### config.mk
export PLATFORM = sky130hd
export DESIGN_NAME = cc_int_alu
export DESIGN_NICKNAME = d
export VERILOG_FILES = /design/src/rtl/cc_alu_pkg.sv /design/src/rtl/cc_alu_size_sel.sv /design/src/rtl/cc_alu_adder.sv /design/src/rtl/cc_alu_cmp.sv /design/src/rtl/cc_alu_logic.sv /design/src/rtl/cc_int_alu.sv
export SDC_FILE = /design/constraint.sdc
export NUM_CORES = 1
export LEC_CHECK = 0
export ABC_AREA = 1
export CORE_ASPECT_RATIO = 1.1
export CORE_MARGIN = 5
export CORE_UTILIZATION = 35
export DETAILED_ROUTE_END_ITERATION = 16
export DONT_BUFFER_PORTS = 1
export GPL_TIMING_DRIVEN = 0
export SLEW_MARGIN = 30
export SYNTH_ARGS = -nofsm -noshare
export SYNTH_HDL_FRONTEND = slang
export SYNTH_SLANG_ARGS = --single-unit
### constraint.sdc
create_clock -name clk_i -period 3 [get_ports clk_i]
set_input_delay 0 -clock clk_i [delete_from_list [all_inputs] [get_ports clk_i]]
set_output_delay 0 -clock clk_i [all_outputs]
set_load 0.01 [all_outputs]
### src/rtl/cc_alu_pkg.sv
package cc_alu_pkg;
  localparam int unsigned BYTE_W = 8;
  localparam int unsigned WORD_W = 16;
  localparam int unsigned LONG_W = 32;
  localparam int unsigned OP_W   = 3;
  localparam int unsigned SZ_W   = 2;

  typedef enum logic [OP_W-1:0] {
    OP_ADD  = 3'd0,
    OP_ADDC = 3'd1,
    OP_BCLR = 3'd2,
    OP_BSET = 3'd3,
    OP_BTST = 3'd4,
    OP_XOR  = 3'd5,
    OP_CMP  = 3'd6,
    OP_CLR  = 3'd7
  } alu_op_e;

  typedef enum logic [SZ_W-1:0] {
    SZ_BYTE = 2'd0,
    SZ_WORD = 2'd1,
    SZ_LONG = 2'd2,
    SZ_LALT = 2'd3
  } alu_size_e;

  typedef struct packed {
    logic n;
    logic z;
    logic v;
    logic c;
  } alu_flags_t;
endpackage

### src/rtl/cc_alu_size_sel.sv
module cc_alu_size_sel
  import cc_alu_pkg::*;
#(
  parameter int unsigned DW = LONG_W
) (
  input  alu_size_e     size_i,
  input  logic [DW-1:0] a_i,
  input  logic [DW-1:0] b_i,
  output logic [DW-1:0] mask_o,
  output logic [DW-1:0] msb_sel_o,
  output logic [DW:0]   carry_sel_o,
  output logic [DW-1:0] a_o,
  output logic [DW-1:0] b_o
);
  logic [DW:0] one_hot;
  logic [DW:0] mask_full;

  always_comb begin
    unique case (size_i)
      SZ_BYTE: one_hot = (DW+1)'(1) << BYTE_W;
      SZ_WORD: one_hot = (DW+1)'(1) << WORD_W;
      default: one_hot = (DW+1)'(1) << LONG_W;
    endcase
  end

  assign mask_full   = one_hot - (DW+1)'(1);
  assign mask_o      = mask_full[DW-1:0];
  assign carry_sel_o = one_hot;
  assign msb_sel_o   = one_hot[DW:1];
  assign a_o         = a_i & mask_o;
  assign b_o         = b_i & mask_o;
endmodule

### src/rtl/cc_alu_adder.sv
module cc_alu_adder #(
  parameter int unsigned DW = 32
) (
  input  logic [DW-1:0] a_i,
  input  logic [DW-1:0] b_i,
  input  logic          cin_i,
  input  logic [DW-1:0] mask_i,
  input  logic [DW-1:0] msb_sel_i,
  input  logic [DW:0]   carry_sel_i,
  output logic [DW-1:0] sum_o,
  output logic          cout_o,
  output logic          ovf_o
);
  logic [DW:0] sum_full;
  logic        sa, sb, sr;

  // single adder: carry-in folded into the same sum
  assign sum_full = {1'b0, a_i} + {1'b0, b_i} + {{DW{1'b0}}, cin_i};
  assign sum_o    = sum_full[DW-1:0] & mask_i;
  assign cout_o   = |(sum_full & carry_sel_i);
  assign sa       = |(a_i & msb_sel_i);
  assign sb       = |(b_i & msb_sel_i);
  assign sr       = |(sum_o & msb_sel_i);
  assign ovf_o    = (sa == sb) && (sr != sa);
endmodule

### src/rtl/cc_alu_cmp.sv
module cc_alu_cmp #(
  parameter int unsigned DW = 32
) (
  input  logic [DW-1:0] a_i,
  input  logic [DW-1:0] b_i,
  input  logic [DW-1:0] msb_sel_i,
  output logic          eq_o,
  output logic          slt_o,
  output logic          ult_o
);
  logic sa, sb;

  assign sa    = |(a_i & msb_sel_i);
  assign sb    = |(b_i & msb_sel_i);
  assign eq_o  = (a_i == b_i);
  assign ult_o = (a_i < b_i);
  // differing signs decide directly, else unsigned order holds
  assign slt_o = (sa != sb) ? sa : ult_o;
endmodule

### src/rtl/cc_alu_logic.sv
module cc_alu_logic
  import cc_alu_pkg::*;
#(
  parameter int unsigned DW = LONG_W
) (
  input  alu_op_e       op_i,
  input  logic [DW-1:0] mask_i,
  input  logic [DW-1:0] data_i,
  output logic [DW-1:0] res_o
);
  always_comb begin
    unique case (op_i)
      OP_BCLR: res_o = data_i & ~mask_i;
      OP_BSET: res_o = data_i | mask_i;
      OP_XOR:  res_o = data_i ^ mask_i;
      default: res_o = data_i & mask_i;
    endcase
  end
endmodule

### src/rtl/cc_int_alu.sv
module cc_int_alu
  import cc_alu_pkg::*;
#(
  parameter int unsigned DW = LONG_W
) (
  input  logic          clk_i,
  input  logic          rst_ni,
  input  logic          valid_i,
  input  logic [2:0]    op_i,
  input  logic [1:0]    size_i,
  input  logic [DW-1:0] src_a_i,
  input  logic [DW-1:0] src_b_i,
  output logic [DW-1:0] result_o,
  output logic          wr_en_o,
  output logic [3:0]    flags_next_o,
  output logic [3:0]    flags_o,
  output logic          ovf_o
);
  alu_op_e    op;
  alu_size_e  sz;
  alu_flags_t flags_q, flags_d;

  logic [DW-1:0] mask, msb_sel, a_m, b_m;
  logic [DW:0]   carry_sel;
  logic [DW-1:0] add_res, log_res;
  logic          add_c, add_v;
  logic          cmp_eq, cmp_slt, cmp_ult;
  logic          cin;

  assign op  = alu_op_e'(op_i);
  assign sz  = alu_size_e'(size_i);
  assign cin = (op == OP_ADDC) & flags_q.c;

  cc_alu_size_sel #(.DW(DW)) u_size (
    .size_i     (sz),
    .a_i        (src_a_i),
    .b_i        (src_b_i),
    .mask_o     (mask),
    .msb_sel_o  (msb_sel),
    .carry_sel_o(carry_sel),
    .a_o        (a_m),
    .b_o        (b_m)
  );

  cc_alu_adder #(.DW(DW)) u_add (
    .a_i        (a_m),
    .b_i        (b_m),
    .cin_i      (cin),
    .mask_i     (mask),
    .msb_sel_i  (msb_sel),
    .carry_sel_i(carry_sel),
    .sum_o      (add_res),
    .cout_o     (add_c),
    .ovf_o      (add_v)
  );

  cc_alu_cmp #(.DW(DW)) u_cmp (
    .a_i      (a_m),
    .b_i      (b_m),
    .msb_sel_i(msb_sel),
    .eq_o     (cmp_eq),
    .slt_o    (cmp_slt),
    .ult_o    (cmp_ult)
  );

  cc_alu_logic #(.DW(DW)) u_log (
    .op_i  (op),
    .mask_i(a_m),
    .data_i(b_m),
    .res_o (log_res)
  );

  always_comb begin
    result_o = '0;
    wr_en_o  = 1'b0;
    ovf_o    = 1'b0;
    flags_d  = flags_q;
    if (valid_i) begin
      unique case (op)
        OP_ADD, OP_ADDC: begin
          result_o = add_res;
          wr_en_o  = 1'b1;
          ovf_o    = add_v;
          flags_d  = '{n: |(add_res & msb_sel), z: add_res == '0, v: add_v, c: add_c};
        end
        OP_BCLR, OP_BSET, OP_XOR: begin
          result_o = log_res;
          wr_en_o  = 1'b1;
          flags_d  = '{n: |(log_res & msb_sel), z: log_res == '0, v: 1'b0, c: flags_q.c};
        end
        OP_BTST: begin
          flags_d  = '{n: |(log_res & msb_sel), z: log_res == '0, v: 1'b0, c: flags_q.c};
        end
        OP_CMP: begin
          flags_d  = '{n: cmp_slt, z: cmp_eq, v: 1'b0, c: cmp_ult};
        end
        default: begin
          wr_en_o  = 1'b1;
          flags_d  = '{n: 1'b0, z: 1'b1, v: 1'b0, c: flags_q.c};
        end
      endcase
    end
  end

  always_ff @(posedge clk_i or negedge rst_ni) begin
    if (!rst_ni)      flags_q <= '0;
    else if (valid_i) flags_q <= flags_d;
  end

  assign flags_next_o = flags_d;
  assign flags_o      = flags_q;
endmodule

Word-level counts from Yosys, hierarchy flattened
Index checks and enable logic that the tools add are counted.
W data, S select, Z words.

storage, ports and cells
  flip-flop bits (word level) = 4
  word-level logic and storage cells = 58
  input bits = 72
  output and inout port bits = 42

cells by class
  bitwise operators = 14
  reductions and logical operators = 14
  equal/unequal tests = 11
  mux-type cells = 11
  add/sub/neg operators = 3
  $lt $le $gt $ge = 1

operators by type and width
  cell                     count
  $and A32 B32 Y32         9
  $reduce_or A32 Y1        4
  $pmux W32 S3             1
  $pmux W33 S2             1
  $logic_not A32 Y1        2
  $pmux W32 S2             1
  $add A32 B32 Y33         1
  $add A33 B1 Y33          1
  $and A33 B33 Y33         1
  $reduce_or A33 Y1        1
  $eq A32 B32 Y1           1
  $lt A32 B32 Y1           1
  $mux W32                 1
  $not A32 Y32             1
  $or A32 B32 Y32          1
  $sub A32 B1 Y32 const B  1
  $xor A32 B32 Y32         1
  $pmux W4 S3              1
  $eq A3 B3 Y1 const B     3
  $eq A3 B2 Y1 const B     2
  $mux W1                  5
  $mux W4                  1
  $reduce_or A2 Y1         2
  $reduce_or A4 Y1         1
  other kinds (9)          10

Logic depth before layout (Yosys ltp)
Gate-level depths: netlist of run 1.

  word-level depth = 13
  depth in mapped cells = 25
  gate-level depth less buffers = 25

By module
A second synthesis of run 1 with hierarchy kept.

second synthesis, totals
  cells, all modules = 1947
  area, all modules = 9984.6 µm²

modules (own cells, without submodules)
  module           cells an instance  seq. area each (µm²)  area an instance (µm²)  times used
  cc_alu_adder     750                0.0                   3671.0                  1
  cc_alu_logic     418                0.0                   2054.5                  1
  cc_int_alu       305                100.1                 1681.6                  1
  cc_alu_cmp       256                0.0                   1321.3                  1
  cc_alu_size_sel  218                0.0                   1256.2                  1

Worst setup path after synthesis of run 1
OpenSTA, ideal clock, no wires.

  path kind = input-to-reg
  start = input size_i[0]
  end = register flags_q, in the netlist flags_o[1]
  arrival time = 2.812 ns
  slack = 0.067 ns
  path buffers = 4
  cell stages on the path = 22
  path through = nor2_1 inv_1 buf_2 ha_1 buf_2 buf_2 nand2_1 inv_1 ha_1 clkbuf_2 nor2_1 inv_1 nor2_1 nand2_1 inv_1 nand3_1 nand3_1 nand3_1 o21ai_1 nand2_1 nand3_1 nand2_1

between the ends
  cells in the longest elaborated chain, start to end = 13
  elaborated cells on any way between the ends = 20

RTL lines
  element                                                  line                                          RTL
  from (decl)                                              cc_int_alu.sv:10                              input logic [1:0] size_i,
  $eq A2 B1 Y1 / $logic_not A2 Y1 (equally long branches)  cc_alu_size_sel.sv:19                         unique case (size_i)
  $pmux W33 S2 *                                           cc_alu_size_sel.sv:19
  $sub A32 B1 Y32                                          cc_alu_size_sel.sv:26                         assign mask_full = one_hot - (DW+1)'(1);
  $and A32 B32 Y32, on equally long branches               cc_alu_size_sel.sv:30, cc_alu_size_sel.sv:31
  $add A32 B32 Y33                                         cc_alu_adder.sv:18                            assign sum_full = {1'b0, a_i} + {1'b0, b_i} + {{DW{1'b0}}, cin_i};
  $add A33 B1 Y33                                          cc_alu_adder.sv:18
  $and A32 B32 Y32                                         cc_alu_adder.sv:19                            assign sum_o = sum_full[DW-1:0] & mask_i;
  $and A32 B32 Y32                                         cc_alu_adder.sv:23                            assign sr = |(sum_o & msb_sel_i);
  $reduce_or A32 Y1                                        cc_alu_adder.sv:23
  $ne A1 B1 Y1                                             cc_alu_adder.sv:24                            assign ovf_o = (sa == sb) && (sr != sa);
  $logic_and A1 B1 Y1 *                                    cc_alu_adder.sv:24
  $pmux W4 S3 *                                            cc_int_alu.sv:79                              unique case (op)
  $mux W4 *                                                cc_int_alu.sv:78                              if (valid_i) begin
  to (signal assigned)                                     cc_int_alu.sv:107                             else if (valid_i) flags_q <= flags_d;
  to (decl)                                                cc_int_alu.sv:21                              alu_flags_t flags_q, flags_d;

Every way passes the cells marked *; elsewhere a longest branch is shown, timed or not.
A chain may end at the register's enable or synchronous reset.

Worst setup path after layout of run 1
  start = input size_i[0]
  end = output flags_next_o[2]

between the ends
  cells in the longest elaborated chain, start to end = 10
  elaborated cells on any way between the ends = 20

RTL lines
  element                                                     line                                                  RTL
  $eq A2 B1 Y1 / $logic_not A2 Y1 (equally long branches)     cc_alu_size_sel.sv:19
  $pmux W33 S2 *                                              cc_alu_size_sel.sv:19
  $sub A32 B1 Y32 *                                           cc_alu_size_sel.sv:26
  $and A32 B32 Y32, on equally long branches                  cc_alu_size_sel.sv:30, cc_alu_size_sel.sv:31
  $add A32 B32 Y33 / $not A32 Y32 (equally long branches)     cc_alu_adder.sv:18, cc_alu_logic.sv:13
  $add A33 B1 Y33 / $and A32 B32 Y32 (equally long branches)  cc_alu_adder.sv:18, cc_alu_logic.sv:13
  $and A32 B32 Y32 / $pmux W32 S3 (equally long branches)     cc_alu_adder.sv:19, cc_alu_logic.sv:12
  $logic_not A32 Y1, on equally long branches                 cc_int_alu.sv:84, cc_int_alu.sv:89, cc_int_alu.sv:92
  $pmux W4 S3 *                                               cc_int_alu.sv:79
  $mux W4 *                                                   cc_int_alu.sv:78
  to (decl)                                                   cc_int_alu.sv:15                                      output logic [3:0] flags_next_o,

Marked as above.

==> results of run 1 <==
per-stage QoR:
step                      instances  worst slack [ns]  utilization, %  hold WS (ns)
after global routing           1424           -0.0363            42.6        0.0689
after floorplan                1170            0.0671               -        -0.296
after detailed placement       1404             -1.17            37.5        -0.295
after CTS                      1412          0.000866            40.1        0.0535
final                          1424            0.0948            42.6        0.0527
after global placement         1404             -1.16            37.5        -0.295
synth_stat cells, drive strengths merged (2+ instances only):
cell type	number	area [um2]
clkbuf	6	25.0
clkinv	2	7.51
nand2	344	1300
xor2	5	43.8
nor4	5	31.3
buf	25	170
o22ai	23	144
nand4	13	81.3
o211ai	3	22.5
dfrtp	4	100
o21bai	14	105
inv	230	873
fa	2	40.0
nand3b	2	15.0
a32o	5	50.1
nor3	5	25.0
a21oi	75	375
ha	96	1200
o21ai	62	310
a31oi	6	37.5
nand3	95	488
o31ai	9	82.6
or2	3	18.8
nor2	129	515
worst paths after layout:
kind                                   startpoint                endpoint  slack [ns]  cells after the start
setup / recovery                        size_i[0]         flags_next_o[2]        0.09                     21
hold / removal                             rst_ni  flags_o[2]$_DFFE_PN0P_        0.05                      1
setup reg to reg           flags_o[0]$_DFFE_PN0P_  flags_o[2]$_DFFE_PN0P_        0.17                     18
hold reg to reg            flags_o[3]$_DFFE_PN0P_  flags_o[3]$_DFFE_PN0P_        0.60                      2
max in group asynchronous                  rst_ni  flags_o[0]$_DFFE_PN0P_        2.75                      1
min in group clk_i                        op_i[0]  flags_o[0]$_DFFE_PN0P_        0.14                      3
final cells by class:
type / count / share of cell area [%]
Timing Repair Buffer: 18 / 1.94
Multi-Input combinational cell: 903 / 76.2
Tap cell: 234 / 4.03
Clock buffer: 3 / 1.03
Buffer: 30 / 3.13
Inverter: 232 / 12.3
Sequential cell: 4 / 1.39
critical path: stages:
cell,delay (ns)
nor2_4,0.15
inv_4,0.08
buf_6,0.15
ha_1,0.20
buf_4,0.18
buf_6,0.16
nand2_1,0.09
inv_1,0.09
ha_4,0.34
o21ai_1,0.13
inv_1,0.08
nand2_1,0.09
a21oi_2,0.22
nand4_1,0.14
nand3_2,0.14
nand2_1,0.07
inv_1,0.05
nand2_1,0.08
nor2_2,0.13
nand3_2,0.14
a21oi_4,0.17
routing by layer:
layer | vias to the layer above | global-route usage [%] | wire length [um]
li1 | 3772 | - | -
met1 | 3496 | 31.3 | 10900
met2 | 332 | 43.9 | 12900
met3 | 63 | 4.67 | 2360
met4 | 0 | 11.5 | 1360
met5 | - | 0 | 0
cell families (layout without fill, tap and decap cells):
family	count (synthesis)	count (layout)	synth area share (%)
xor gates and xnor gates	6	6	0.859
and+or+nand+nor	596	596	40.4
adders and majority gates	98	98	20.3
AOI/OAI and AO/OA	203	203	19.2
buffers and inverters	263	283	17.6
DFF	4	4	1.64
power groups by stage:
stage | sequential, W | combinational, W | clock (W)
6_report | 0.0000719 | 0.00146 | 0.000209
5_1_grt | 0.0000724 | 0.00158 | 0.000217
4_1_cts | 0.0000717 | 0.00131 | 0.000209
3_5_place_dp | 0.0000717 | 0.00120 | 0
3_3_place_gp | 0.0000717 | 0.00120 | 0
2_1_floorplan | 0.0000693 | 0.000853 | 0
what timing repair did:
item,4_1_cts,5_1_grt
gates resized for setup,86,94
hold buffers,1,0
cloned,0,0
endpoints found under the hold margin,4,0
setup endpoints to repair,28,11
buffers inserted,5,12
pin swaps,8,29
==> impl_metrics.ini, run 1 <==
[outcome]
status = finished, final reports clean

[synth]
syn_area_per_cell_um2 = 5.23
ys_async_sr_fraction_pct = 100
synthDistinctLibCells = 45
ys.flop_type = dfrtp_1
yosys_warnings = 0
syn_nets = 1340
ys_seq_area_share_pct = 1.64
synthesis.area_um2 = 6120
synth-edff-count = 0
synth_seq_cells = 4
synthCells = 1170

[die]
fp.dieArea_um2 = 20200
io_pins = 114
start_util_pct = 35.8
core_area_um2 = 17100
num_rows = 50
die_w_um = 136
fp.dieH_um = 149

[grt]
grt_pass1_vias = 7294
grt_max_degree = 11
antenna_found_initial = 0
grt_usage_pct = 25.7
gr-total-overflow = 0
grt_pass1_wl_um = 40300

[layout]
syn2layout_area_growth_pct = 18.9
final_common_cell = nand2_1
drive_gt1_share_pct = 15.8
n_fill_cell = 1927
multi_input_area_um2 = 5540
layout.nets = 1362
largest_reg_flops = 4
antenna_cells = 0
final_cell_mix = 316 x nand2_1, 207 x inv_1, 95 x nor2_1, 81 x ha_1, 80 x nand3_1
register_area_um2 = 101
fin_area_um2 = 7270

[clock_tree]
clk_path_buf_depth = 2
cts-buffers-inserted = 3
cts_tree = built
cts.reportedPaths.clkPinSlew_ns = 0.03
htreeDepth = 1
clk_latency_ns = 0.23
numClockSinks = 4
clock-root-buffer = clkbuf_16

[drt]
via_per_inst = 5.38
wirelength_um = 27500
via_count = 7663
first_pass_iters = 5
wl_per_cell_um = 19.3
drt_iter0_drc = 775
ant_nets = 0
drc = 0

[timing]
fin_crit_ns = 2.91
timing_hold_violations_final = 0
fin_crit_sh_pct = 96.8
max_slew_margin_pct = 48.6
rsz0062_at_grt = true
clock_skew_ns = 0.00171
setup_tns_ns = 0
clock.fmax_mhz = 344
finalSetupViolations = 0
worstMarginPinSlew_ns = 0.771
slew_violations = 0

[setup_path]
startpoint_type = input pin
crit_arrival_ns = 2.91
crit_fanout = 10
crit_required_ns = 3.00
end_kind = output pin
crit_type = input pin to output pin

[power_and_ir_drop]
switchingPower_w = 0.00103
power_density_nw_per_um2 = 239
combPwrFrac_pct = 83.8
power_frac_seq_pct = 4.1
max-vdd-ir-drop_mv = 0.170
leakage_nw = 3.93
total_power_w = 0.00174
clockPowerShare_pct = 12.0
switching_share_pct = 59.4
cell_internal_pwr_w = 0.000706

[place]
place_area_um2 = 6410
gp_congestion = 1.01
dpl.hpwl_um = 22900
port_buffers = 0

[hold_path]
hold_path.class = input pin to async pin

[flow_run]
cap_violations = 0
No activity file was read; power rests on OpenSTA's default activity.
==> run 2, diff against run 1 <==
--- a/config.mk
+++ b/config.mk
@@ -9,6 +9,7 @@
 export CORE_ASPECT_RATIO = 1.1
 export CORE_MARGIN = 5
 export CORE_UTILIZATION = 35
+export CTS_BUF_LIST = sky130_fd_sc_hd__clkbuf_8
 export DETAILED_ROUTE_END_ITERATION = 16
 export DONT_BUFFER_PORTS = 1
 export GPL_TIMING_DRIVEN = 0
==> run 2 against run 1 <==
Against the previous run:
- global-route usage about the same
- combinational power about the same
- total power decreased by 5.5%
- non-clock buffer count increased by 1
- cell count about the same
- die area unchanged
- critical path type unchanged
- critical endpoint unchanged
- highest routed layer unchanged
==> impl_metrics.ini, run 2 (synthesized netlist as in run 1, its figures left out) <==
[drt]
first_pass_iters = 5
wl_per_cell_um = 19.2
dr_wl_met3_um = 2270
top_layer_used = met4
dr_wl_met2_um = 12900
via_per_inst = 5.37
drt_iter0_drc = 728
via_count = 7659
met1Wirelength_um = 10900
drc = 0
wirelength_um = 27400
ant_nets = 0

[setup_path]
ff2ff_path_depth = 19
crit_arrival_ns = 2.93
crit_required_ns = 3.00
startpoint_type = input pin
timing.rr.end = flags_o[2]$_DFFE_PN0P_
crit_fanout = 10
r2r-start = flags_o[0]$_DFFE_PN0P_
crit_type = input pin to output pin
end_kind = output pin
reg2reg_slack_ns = 0.16

[place]
place_area_um2 = 6410
place_ws_ns = -1.17
gp_congestion = 1.01
dp.cells = 1404
port_buffers = 0
dpl.hpwl_um = 22900

[clock_tree]
cts-buffers-inserted = 3
htreeDepth = 1
clk_latency_ns = 0.22
clk_path_buf_depth = 2
numClockSinks = 4
clock-root-buffer = clkbuf_8
cts.reportedPaths.clkPinSlew_ns = 0.03
cts_tree = built

[power_and_ir_drop]
total_power_w = 0.00164
max-vdd-ir-drop_mv = 0.116
power_density_nw_per_um2 = 227
leakage_nw = 3.91

[layout]
final_common_cell = nand2_1
fin_area_um2 = 7250
largest_reg_flops = 4
drive_gt1_share_pct = 15.8
layout.nets = 1363
n_fill_cell = 1940
antenna_cells = 0
final_cells = 1425
final_cell_mix = 313 x nand2_1, 208 x inv_1, 95 x nor2_1, 82 x nand3_1, 80 x ha_1
syn2layout_area_growth_pct = 18.5

[grt]
grt_pass1_vias = 7264
grt_pass1_wl_um = 40200
gr-total-overflow = 0
antenna_found_initial = 0
grt_usage_pct = 25.7
grt_max_degree = 11

[timing]
timing_hold_violations_final = 0
slew_violations = 0
clock_skew_ns = 0.00358
fin_crit_sh_pct = 97.6
finalSetupViolations = 0
rsz0062_at_grt = true
fin_crit_ns = 2.93
max_slew_margin_pct = 41.0
worstMarginPinSlew_ns = 0.877
setup_tns_ns = 0
clock.fmax_mhz = 342
finalWorstSetupSlack_ns = 0.0724

[die]
start_util_pct = 35.8
die_w_um = 136
fp.dieH_um = 149
fp.dieArea_um2 = 20200
io_pins = 114
core_area_um2 = 17100
num_rows = 50

[outcome]
status = finished, final reports clean

[flow_run]
cap_violations = 0

[hold_path]
hold_path.class = input pin to async pin
## run 2: cell types whose count changed in the layout (fill, tap and decap cells not counted), sizes merged
cell  change
buf       +1
## run 2: metal layers
layer,GRT usage (%),vias up
li1,-,3771
met1,31.3,3493
met2,43.9,329
met3,4.47,66
met4,11.5,0
met5,0,-
## run 2: final cells by class
class,instances,area (um2),share of cell area [%]
inverters,232,892,12.3
repair buffers,19,149,2.05
plain buffers,30,224,3.09
clock buffers,3,41.3,0.569
well taps,234,293,4.04
flip-flops and latches,4,101,1.40
multi-input cells,903,5550,76.5
## run 2: worst max-delay path, stage by stage
cell and delay (ns):
nor2_4 0.16, inv_4 0.08, buf_6 0.15, ha_1 0.20, buf_4 0.18, buf_6 0.16, nand2_1 0.18, ha_1 0.36
inv_1 0.15, o22ai_1 0.10, inv_1 0.07, nand2_1 0.09, nor2_2 0.21, nand4_1 0.19, nor2_1 0.18, nand3_1 0.10
nand2_1 0.07, inv_1 0.09, a21oi_4 0.18
## run 2: how the worst max path moves through the flow
stage	slack, ns	end	startpoint
after floorplan	0.07	flags_o[1]$_DFFE_PN0P_	size_i[0]
after global placement	-1.16	flags_next_o[2]	size_i[0]
after detailed placement	-1.17	flags_next_o[2]	size_i[0]
after CTS	-0.01	flags_next_o[2]	flags_o[0]$_DFFE_PN0P_
after global routing	-0.04	flags_next_o[3]	size_i[0]
final	0.07	flags_next_o[2]	size_i[0]
## run 2: report_power, final
| part | switching, W | leakage [nW] | total, W | internal, W |
|---|---|---|---|---|
| registers | 0.00000982 | 0.0497 | 0.0000715 | 0.0000616 |
| clock network | 0.0000288 | 0.0216 | 0.000114 | 0.0000856 |
| logic | 0.000985 | 3.84 | 0.00146 | 0.000474 |
## run 2: per-stage QoR
stage / hold WS (ns) / util [%]
2_1_floorplan: -0.296 / -
3_3_place_gp: -0.295 / 37.5
3_5_place_dp: -0.295 / 37.5
4_1_cts: 0.0587 / 39.8
5_1_grt: 0.0614 / 42.5
6_report: 0.0608 / 42.5
## run 2: timing repair
item / 4_1_cts / 5_1_grt
hold buffers: 1 / 0
hold endpoints to repair: 4 / 0
resized for setup: 82 / 99
setup buffers: 5 / 13
cloned: 0 / 0
pin swaps: 7 / 22
endpoints found under the setup margin: 28 / 11
